==> config.mk <==
export PLATFORM = sky130hd
export DESIGN_NAME = interval_tick_timer
export DESIGN_NICKNAME = d
export VERILOG_FILES = /design/src/rtl/itt_pkg.sv /design/src/rtl/itt_prescaler.sv /design/src/rtl/itt_counter.sv /design/src/rtl/interval_tick_timer.sv
export SDC_FILE = /design/constraint.sdc
export NUM_CORES = 1
export LEC_CHECK = 0
export ABC_AREA = 0
export ABC_CLOCK_PERIOD_IN_PS = 6400
export BUFFER_PORTS_ARGS = -buffer_cell sky130_fd_sc_hd__clkbuf_2
export CORE_MARGIN = 3
export CORE_UTILIZATION = 40
export CTS_CLUSTER_SIZE = 20
export DETAILED_ROUTE_END_ITERATION = 8
export HOLD_SLACK_MARGIN = 0.08
export MAX_ROUTING_LAYER = met4
export SLEW_MARGIN = 25
export SYNTH_ARGS = -nofsm -noshare
export SYNTH_HDL_FRONTEND = slang
export SYNTH_HIERARCHICAL = 1
export SYNTH_SLANG_ARGS = --single-unit
export TNS_END_PERCENT = 30
==> constraint.sdc <==
create_clock -name clk -period 6.4 [get_ports clk]
set_clock_uncertainty 0.15 [all_clocks]
set_input_delay 1.28 -clock clk [delete_from_list [all_inputs] [get_ports clk]]
set_output_delay 1.28 -clock clk [all_outputs]
set_load 0.02 [all_outputs]
==> src/rtl/itt_pkg.sv <==
package itt_pkg;
  // register offsets (byte addresses)
  localparam logic [3:0] OFF_CTRL  = 4'h0;
  localparam logic [3:0] OFF_STAT  = 4'h4;
  localparam logic [3:0] OFF_VALUE = 4'h8;
  localparam logic [3:0] OFF_IMAGE = 4'hC;

  // control word bit positions decoded by software
  localparam int RUN_BIT = 24;
  localparam int IEN_BIT = 25;

  typedef enum logic [2:0] {
    SEL_NONE,
    SEL_CTRL,
    SEL_STAT,
    SEL_VALUE,
    SEL_IMAGE
  } reg_sel_e;

  function automatic reg_sel_e decode(input logic [3:0] a);
    case (a)
      OFF_CTRL:  decode = SEL_CTRL;
      OFF_STAT:  decode = SEL_STAT;
      OFF_VALUE: decode = SEL_VALUE;
      OFF_IMAGE: decode = SEL_IMAGE;
      default:   decode = SEL_NONE;
    endcase
  endfunction
endpackage

==> src/rtl/itt_prescaler.sv <==
module itt_prescaler #(
  parameter int DIV = 16
) (
  input  logic clk,
  input  logic rst,
  input  logic run,
  output logic tick
);
  localparam int W = (DIV > 1) ? $clog2(DIV) : 1;
  localparam logic [W-1:0] LAST = W'(DIV - 1);

  logic [W-1:0] cnt_q;

  assign tick = run && (cnt_q == LAST);

  always_ff @(posedge clk) begin
    if (rst || !run) cnt_q <= '0;
    else if (cnt_q == LAST) cnt_q <= '0;
    else cnt_q <= cnt_q + 1'b1;
  end


  tick_spacing_chk: assert property (@(posedge clk) disable iff (rst)
    (tick && DIV > 1) |=> !tick);
endmodule

==> src/rtl/itt_counter.sv <==
module itt_counter #(
  parameter int VAL_W = 20,
  parameter int OVF_W = 12
) (
  input  logic             clk,
  input  logic             rst,
  input  logic             tick,
  input  logic             enable,
  input  logic [VAL_W-1:0] period,
  input  logic             ack,
  output logic [VAL_W-1:0] cur,
  output logic [OVF_W-1:0] ovf,
  output logic             status,
  output logic             active
);
  localparam logic [OVF_W-1:0] OVF_MAX = '1;

  logic [VAL_W-1:0] cur_q;
  logic [OVF_W-1:0] ovf_q;
  logic             status_q;
  logic             wrap;

  assign wrap   = tick && (cur_q >= period);
  assign active = enable || (cur_q != '0);
  assign cur    = cur_q;
  assign ovf    = ovf_q;
  assign status = status_q;

  always_ff @(posedge clk) begin
    if (rst) begin
      cur_q <= '0;
    end else if (tick) begin
      cur_q <= wrap ? '0 : cur_q + 1'b1;
    end
  end

  always_ff @(posedge clk) begin
    if (rst) begin
      ovf_q    <= '0;
      status_q <= 1'b0;
    end else begin
      if (wrap) status_q <= 1'b1;
      else if (ack) status_q <= 1'b0;

      if (ack) ovf_q <= wrap ? OVF_W'(1) : '0;
      else if (wrap && ovf_q != OVF_MAX) ovf_q <= ovf_q + 1'b1;
    end
  end


  cur_hold_chk: assert property (@(posedge clk) disable iff (rst)
    !tick |=> $stable(cur_q));

  wrap_sets_status_chk: assert property (@(posedge clk) disable iff (rst)
    wrap |=> status_q);

  ack_clear_chk: assert property (@(posedge clk) disable iff (rst)
    (ack && !wrap) |=> (!status_q && ovf_q == '0));

  ack_wrap_chk: assert property (@(posedge clk) disable iff (rst)
    (ack && wrap) |=> (status_q && ovf_q == OVF_W'(1)));

  no_overflow_chk: assert property (@(posedge clk) disable iff (rst)
    (ovf_q == OVF_MAX && !ack) |=> ovf_q == OVF_MAX);

  stopped_chk: assert property (@(posedge clk) disable iff (rst)
    (!enable && cur_q == '0) |=> cur_q == '0);
endmodule

==> src/rtl/interval_tick_timer.sv <==
module interval_tick_timer #(
  parameter int PRESCALE = 16,
  parameter int VAL_W    = 20,
  parameter int OVF_W    = 12,
  parameter int DATA_W   = 32
) (
  input  logic              clk,
  input  logic              rst,
  input  logic [3:0]        bus_addr,
  input  logic              bus_wr,
  input  logic [DATA_W-1:0] bus_wdata,
  input  logic              bus_rd,
  output logic [DATA_W-1:0] bus_rdata,
  output logic              tick_irq
);
  import itt_pkg::*;

  localparam int OVF_LSB = VAL_W;

  logic [VAL_W-1:0]  period_q;
  logic              run_q;
  logic              ien_q;
  logic [VAL_W-1:0]  cur;
  logic [OVF_W-1:0]  ovf;
  logic              status;
  logic              active;
  logic              tick;
  logic              ack;
  reg_sel_e          sel;
  logic [DATA_W-1:0] ctrl_word;
  logic [DATA_W-1:0] image_word;
  logic [DATA_W-1:0] rd_mux;
  logic [DATA_W-1:0] rdata_q;

  assign sel = decode(bus_addr);
  assign ack = bus_rd && (sel == SEL_VALUE);

  always_ff @(posedge clk) begin
    if (rst) begin
      period_q <= '0;
      run_q    <= 1'b0;
      ien_q    <= 1'b0;
    end else if (bus_wr && sel == SEL_CTRL) begin
      period_q <= bus_wdata[VAL_W-1:0];
      run_q    <= bus_wdata[RUN_BIT];
      ien_q    <= bus_wdata[IEN_BIT];
    end
  end

  itt_prescaler #(.DIV(PRESCALE)) i_prescaler (
    .clk  (clk),
    .rst  (rst),
    .run  (active),
    .tick (tick)
  );

  itt_counter #(.VAL_W(VAL_W), .OVF_W(OVF_W)) i_counter (
    .clk    (clk),
    .rst    (rst),
    .tick   (tick),
    .enable (run_q),
    .period (period_q),
    .ack    (ack),
    .cur    (cur),
    .ovf    (ovf),
    .status (status),
    .active (active)
  );

  always_comb begin
    ctrl_word = '0;
    ctrl_word[VAL_W-1:0] = period_q;
    ctrl_word[RUN_BIT]   = run_q;
    ctrl_word[IEN_BIT]   = ien_q;
    image_word = '0;
    image_word[VAL_W-1:0]         = cur;
    image_word[OVF_LSB +: OVF_W]  = ovf;
    case (sel)
      SEL_CTRL:  rd_mux = ctrl_word;
      SEL_STAT:  rd_mux = {{(DATA_W-1){1'b0}}, status};
      SEL_VALUE: rd_mux = image_word;
      SEL_IMAGE: rd_mux = image_word;
      default:   rd_mux = '0;
    endcase
  end

  always_ff @(posedge clk) begin
    if (rst || !bus_rd) rdata_q <= '0;
    else rdata_q <= rd_mux;
  end

  assign bus_rdata = rdata_q;
  assign tick_irq  = status && ien_q;


  rdata_idle_chk: assert property (@(posedge clk) disable iff (rst)
    !bus_rd |=> bus_rdata == '0);

  irq_gate_chk: assert property (@(posedge clk) disable iff (rst)
    (!status || !ien_q) |-> !tick_irq);
endmodule

==> summary.md, run 1 <==
| Metric | Value |
|---|---|
| Leak pwr | `1.783 nW` |
| CP endpoint kind | `register` |
| Final worst path period need | `about 3.3 ns` |
| RD Place Congestion | `around 0.86` |
| Final hold violations | `0` |
| Switch share | `0.2320` |
| Net Sw Power | `roughly 0.00023 W` |
| Core area | `approximately 10,000 µm²` |
| ANT nets after route | `0` |
| Most frequent cells in the layout | `dfxtp_1, clkbuf_2, nor2_1` |
| Total grt overflow | `0` |
| Critical Path RT | `around 6.5 ns` |
| CP Class | `register to register` |
| DRT met1 WL | `4825 µm` |
| Clock transition at path regs | `0.09 ns` |
| Setup repair bufs after CTS | `0` |
| Hold_buf cts | `0` |
| WL met3 | `about 340 µm` |
| Top cell by count, worst path | `nor2_1` |
| Largest net degree at the start of global routing | `56` |
| RSZ-0062 raised after global routing | `false` |
| Reg2reg path depth | `14` |
| Commonest non-fill, non-tap cell in the layout | `dfxtp_1` |
| WL/cell | `between 10 and 15 µm` |
| Seq/Total Area, Yosys | `0.4279` |
| Setup crit start | `i_counter/cur[0]` |
| Min setup slack post-route | `between 3 and 4 ns` |
| Antenna diode count | `0` |
| Vias in the first global route | `approximately 3,300` |
| CP bufs+invs | `3` |
| Dpl ws | `between 3 and 4 ns` |
| Power share of the clock group | `0.361` |
| CP max FO | `16` |
| Max H-tree Level | `3` |
| Ports | `73` |
| Width of the chip | `around 110 µm` |
| Mean Syn Cell Area | `9.079 µm²` |
| Initial Utilization | `0.4124` |
| Clock buffer depth | `2` |
| Hold Crit Depth | `1` |
| Post-synth net total | `about 530` |
| Maximum VDD drop | `around 0.076 mV` |
| Register share of total power | `0.586` |
| EDFF count, synth | `0` |
| Fmax | `303.7 MHz` |
| Residual DRC count | `0` |
| Initial antenna violation count | `0` |
| Synth-to-layout area growth | `13.31%` |
| Finished Layout Cells | `roughly 660` |
| Worst flop-to-flop path startpoint | `i_counter/cur[0]` |
| Critical Path End | `i_counter/cur[17]` |
| Max cap viols | `0` |
| Total GRT Usage | `0.1774` |
| IO buf count | `just over 60` |
| Hold wc startpoint | `i_prescaler/cnt_q[0]` |
| Ys async rst share | `0` |
| Power per cell area | `slightly above 200 nW/µm²` |
| Class of the worst hold path | `register to register` |
| Height of the die | `109.2 µm` |
| Final Slew Violations | `0` |
| Fin nets | `586` |
| Initial DRC count | `172` |
| Routed vias | `around 3,500` |
| Critical path's slowest cell | `nor4_2` |
| Relative slew margins | `0.4543` |
| Highest metal used | `met4` |
| #FFs+latches synth | `a little over 90` |
| CTS Root Cell | `clkbuf_8` |
| Num CTS Buffers | `9` |
| Core Rows | `37` |
| # setup viols final | `0` |
| Share of the synthesized area in the top cell type | `0.4279` |
| Placed Cells | `between 600 and 700` |
| Synthesis warning total | `6` |
| Critical path, cell by cell | `inv_1 -> ha_1 -> nor4b_1 -> and3_1 -> nand3_1 -> inv_1 -> nor2_1 -> buf_4 -> nand4_1 -> nor4_2 -> nand2_1 -> nor2_1 -> xnor2_1 -> nor2_1` |
| Final TNS setup | `0 ns` |
| Final Cycle Share | `0.5144` |
| Sinks on Clock Net | `91` |
| Main synth FF type | `dfxtp_1` |
| Dpl hpwl | `between 6000 and 7000 µm` |
| Initial DRT Pass Iterations | `4` |
| First-pass GRT wire length | `approximately 16,000 µm` |
| CP Data Arrival Time | `around 3.4 ns` |
| Crit path largest cell delay | `slightly above 0.7 ns` |
| Post-Syn Instances | `between 400 and 500` |
| Total Wirelength | `around 9700 µm` |
| Setup crit start kind | `register` |
| CP delay by family, top | `simple AND/OR/NAND/NOR gates` |
| Synth area leaders | `dfxtp_1, ha_1, nand4b_1, nor2_1, a22oi_1` |
| Post_cts resized | `0` |
| Met2 Wirelength | `4373 µm` |
| Worst R2R End | `i_counter/cur[17]` |
| Synth cell types | `between 50 and 60` |
| Overall power | `roughly 0.00097 W` |
| Synth area leader | `dfxtp_1` |
| Via/cell ratio | `approximately 5.3` |
| Die area | `between 10,000 and 15,000 µm²` |
| Internal power | `roughly 0.00075 W` |
| Logic pwr share | `0.053` |
| Reg2Reg Setup Slack | `around 3.1 ns` |
| CTS tree | `yes` |
| Share of layout cells above drive strength 1 | `0.1810` |
| Status | `finished clean` |
| Post-synthesis cell area | `4258 µm²` |
| Slew of the pin with the lowest slew margin | `0.8186 ns` |
| Skew-Pair Late Insertion Delay | `between 0.3 and 0.4 ns` |
| Critical Path Stages | `14` |
## worst min-delay path by stage
stage               slack, ns                   end
floorplan                0.27  i_prescaler/cnt_q[0]
global placement         0.28  i_prescaler/cnt_q[0]
detailed placement       0.29  i_prescaler/cnt_q[0]
CTS                      0.31  i_prescaler/cnt_q[0]
global route             0.33  i_prescaler/cnt_q[0]
finish                   0.31  i_prescaler/cnt_q[0]
## worst reg2reg max path: stages (launching register included)
cell and delay (ns):
dfxtp_1 0.43, inv_1 0.13, ha_1 0.21, nor4b_1 0.15, and3_1 0.19, nand3_1 0.11, inv_1 0.07, nor2_1 0.10
buf_4 0.25, nand4_1 0.25, nor4_2 0.71, nand2_1 0.11, nor2_1 0.14, xnor2_1 0.14, nor2_1 0.05
## synth_stat cells, types with 7 or more instances
| cell | number |
|---|---|
| dfxtp_1 | 91 |
| nor2_1 | 51 |
| inv_1 | 27 |
| ha_1 | 24 |
| nand2b_1 | 24 |
| nand4b_1 | 23 |
| o21ai_0 | 22 |
| a22oi_1 | 21 |
| a21oi_1 | 16 |
| clkbuf_1 | 15 |
| nand3_1 | 15 |
| xor2_1 | 14 |
| and2_1 | 13 |
| nand2_1 | 13 |
| nand4_1 | 13 |
| buf_2 | 8 |
| o21ai_1 | 7 |
| or3_1 | 7 |
| xnor2_1 | 7 |
## metal layers
metal,GRT usage,vias up
li1,-,1762
met1,0.2345,1660
met2,0.2711,64
met3,0.04144,11
met4,0.05254,0
met5,-,-
## registers in the layout, summed over array words and instances, names as in the netlist
name	count
period_q	20
ien_q	1
i_counter/status	1
i_counter/cur	20
i_counter/ovf	12
bus_rdata	32
i_prescaler/cnt_q	4
run_q	1
## power groups by stage
stage / clock, W / sequential [W] / combinational (W)
3_3_place_gp: 0 / 0.000582 / 0.0000510
6_report: 0.000350 / 0.000569 / 0.0000515
4_1_cts: 0.000361 / 0.000569 / 0.0000518
3_5_place_dp: 0 / 0.000582 / 0.0000516
5_1_grt: 0.000381 / 0.000570 / 0.0000570
2_1_floorplan: 0 / 0.000582 / 0.0000358
## layout make-up
class,instances,area (µm²)
tap,136,170.2
sequential,91,1822
clock buffer,12,155.1
timing repair buffer,67,347.8
inverter,27,101.3
clock inverter,2,12.51
multi-input combinational,326,2216
fill,1016,5499
## per-stage QoR
| step | util | area, µm² | hold slack, ns |
|---|---|---|---|
| finish | 0.4673 | 4825 | 0.3074 |
| CTS | 0.4673 | 4825 | 0.3077 |
| detailed placement | 0.4511 | 4657 | 0.2882 |
| global placement | 0.4511 | 4657 | 0.2813 |
| global route | 0.4673 | 4825 | 0.3311 |
| floorplan | - | 4258 | 0.2676 |
## cell families after synthesis
kind of cell / Yosys count / share of synthesized area
AO/OA/AOI/OAI: 84 / 0.1269
XOR/XNOR: 21 / 0.04320
adder cells (fa/ha/maj): 24 / 0.07053
buffers and inverters: 52 / 0.05172
flip-flops: 91 / 0.4279
multiplexers: 3 / 0.007346
AND/OR/NAND/NOR: 194 / 0.2724
Power figures use the tool's default switching activity.
==> inputs of run 2 (changes only) <==
- ABC_CLOCK_PERIOD_IN_PS: 6400 -> 3140
- clock period: 6.4 -> 3.14 ns (I/O delays scaled with it)
==> summary.md, run 2 (synthesis results as in run 1) <==
| Metric | Value |
|---|---|
| CP endpoint kind | `register` |
| Final TNS setup | `0 ns (unchanged)` |
| Met2 Wirelength | `4745 µm (+8.5%)` |
| # setup viols final | `0 (unchanged)` |
| Clock transition at path regs | `0.09 ns (about the same)` |
| Total GRT Usage | `0.1833 (+0.005913)` |
| RSZ-0062 raised after global routing | `false` |
| Antenna diode count | `0 (unchanged)` |
| Height of the die | `109.2 µm (unchanged)` |
| Max FFs per register | `32 (unchanged)` |
| Register share of total power | `0.545 (-0.041)` |
| Ports | `73 (unchanged)` |
| Skew-Pair Late Insertion Delay | `0.36 ns (about the same)` |
| Initial DRT Pass Iterations | `4 (unchanged)` |
| Logic pwr share | `0.052 (about the same)` |
| Die area | `11,920 µm² (unchanged)` |
| Relative slew margins | `0.4544 (about the same)` |
| Setup crit start | `period_q[19]` |
| Highest metal used | `met4` |
| Setup crit start kind | `register` |
| Total Wirelength | `10,030 µm (+4.0%)` |
| FF+latch area | `1822 µm² (unchanged)` |
| Clock buffer depth | `2 (unchanged)` |
| ANT nets after route | `0 (unchanged)` |
| Final Cycle Share | `0.9022 (+0.3878)` |
| Total grt overflow | `0 (unchanged)` |
| CP Data Arrival Time | `2.93 ns (-0.46 ns)` |
| Power share of the clock group | `0.404 (+0.043)` |
| Reg2reg path depth | `11 (-3)` |
| Setup repair bufs after CTS | `0 (unchanged)` |
| Initial Utilization | `0.4124 (unchanged)` |
| WL met3 | `340 µm (+1.5%)` |
| Vias in the first global route | `3,428 (+2.7%)` |
| Max H-tree Level | `3 (unchanged)` |
| Min setup slack post-route | `0.3070 ns (-2.801 ns)` |
| Residual DRC count | `0 (unchanged)` |
| Hold Crit Depth | `1 (unchanged)` |
| DRT met1 WL | `4855 µm (+0.62%)` |
| Net Sw Power | `0.0004730 W (+110%)` |
| Post_cts resized | `0 (unchanged)` |
| Fin nets | `593 (+1.2%)` |
| Switch share | `0.2221 (-0.009887)` |
| Initial antenna violation count | `0 (unchanged)` |
| Leak pwr | `1.851 nW (+3.8%)` |
| Area taken by multi-input logic gates | `2216 µm² (unchanged)` |
| Maximum VDD drop | `0.2081 mV (+170%)` |
| Slew of the pin with the lowest slew margin | `0.8184 ns (-0.0002198 ns)` |
| CTS tree | `yes` |
| IO buf count | `62 (unchanged)` |
| Final worst path period need | `2.833 ns (-0.4594 ns)` |
| Critical Path End | `i_counter/cur[1]` |
| Status | `finished clean` |
| Final hold violations | `0 (unchanged)` |
| CP Class | `register to register` |
| Worst flop-to-flop path startpoint | `period_q[19]` |
| Most frequent cells in the layout | `dfxtp_1, clkbuf_2, nor2_1` |
| Initial DRC count | `212 (+23%)` |
| Fin area | `4932 µm² (+2.2%)` |
| WL/cell | `14.97 µm (+2.6%)` |
| Core Rows | `37 (unchanged)` |
| Dpl ws | `0.3217 ns (-2.796 ns)` |
| Commonest non-fill, non-tap cell in the layout | `dfxtp_1` |
| Class of the worst hold path | `register to register` |
| CP max FO | `20 (+4)` |
| Width of the chip | `109.2 µm (unchanged)` |
| CTS Root Cell | `clkbuf_8` |
| Core area | `10,320 µm² (unchanged)` |
| Synth-to-layout area growth | `15.84%` |
| Fmax | `353.0 MHz (+16%)` |
| Critical Path RT | `3.24 ns (-3.26 ns)` |
| Share of layout cells above drive strength 1 | `0.1966 (+0.01568)` |
| Worst R2R End | `i_counter/cur[1]` |
| Routed vias | `3,534 (+1.1%)` |
| Placement Cell Area | `4710 µm² (+1.1%)` |
| Via/cell ratio | `5.275 (-0.30%)` |
| Hold_buf cts | `0 (unchanged)` |
| Sinks on Clock Net | `91 (unchanged)` |
| Final Slew Violations | `0 (unchanged)` |
| Reg2Reg Setup Slack | `0.31 ns (-2.80 ns)` |
| First-pass GRT wire length | `16,650 µm (+2.3%)` |
| Largest net degree at the start of global routing | `55 (-1.8%)` |
| Power per cell area | `431.8 nW/µm² (+110%)` |
| Num CTS Buffers | `9 (unchanged)` |
| Max cap viols | `0 (unchanged)` |
| Internal power | `0.001657 W (+120%)` |
| RD Place Congestion | `0.8307 (-3.4%)` |
| FILL cells | `1,015 (-0.098%)` |
| Dpl hpwl | `7144 µm (+3.9%)` |
[run 2: cell count changes in the layout (fill, tap and decap cells not counted), sizes merged]
cell      before  now
buf            5   12
bufinv         0    1
clkinv         1    2
clkbuf        74   75
clkinvlp       1    0
[run 2: power groups by stage]
stage	Combinational (W)	Sequential, W	Clock, W
2_1_floorplan	0.0000730	0.00119	0
3_3_place_gp	0.000108	0.00119	0
3_5_place_dp	0.000111	0.00119	0
4_1_cts	0.000111	0.00116	0.000881
5_1_grt	0.000121	0.00116	0.000935
6_report	0.000110	0.00116	0.000860
[run 2: how the worst min path moves through the flow]
stage                         start                   end  slack (ns)
5_1_grt               bus_wdata[24]                 run_q        0.36
3_5_place_dp   i_prescaler/cnt_q[0]  i_prescaler/cnt_q[0]        0.29
6_report       i_prescaler/cnt_q[0]  i_prescaler/cnt_q[0]        0.30
3_3_place_gp   i_prescaler/cnt_q[0]  i_prescaler/cnt_q[0]        0.28
4_1_cts        i_prescaler/cnt_q[0]  i_prescaler/cnt_q[0]        0.31
2_1_floorplan  i_prescaler/cnt_q[0]  i_prescaler/cnt_q[0]        0.27
[run 2: worst max-delay path, cell delays in order, from the launching register on]
cell and delay [ns]:
dfxtp_1 0.40, inv_1 0.06, ha_1 0.31, nand4_2 0.14, nor4_2 0.38, nor4b_2 0.33, a211oi_2 0.09, buf_4 0.18
buf_4 0.18, o21bai_1 0.12, buf_4 0.27, nor2_1 0.09
[run 2: cell type report]
cell class,count,share of cell area
clock buffer,13,0.03628
clock inverter,3,0.008879
inverter,27,0.02055
multi-input combinational,326,0.4493
sequential,91,0.3694
tap,136,0.03450
timing repair buffer,74,0.08118
[run 2: layer usage]
metal  track usage  vias up
met4       0.04809        0
met5             -        -
met1        0.2419     1687
met3       0.04322        7
li1              -     1780
met2        0.2833       60
[run 2: per-stage QoR]
step           power [W]  hold WS (ns)    util  cells
2_1_floorplan   0.001259        0.2676       -    469
5_1_grt         0.002217        0.3558  0.4778    670
4_1_cts         0.002152        0.3084  0.4778    670
6_report        0.002130        0.3028  0.4778    670
3_3_place_gp    0.001295        0.2760  0.4562    654
3_5_place_dp    0.001298        0.2882  0.4562    654
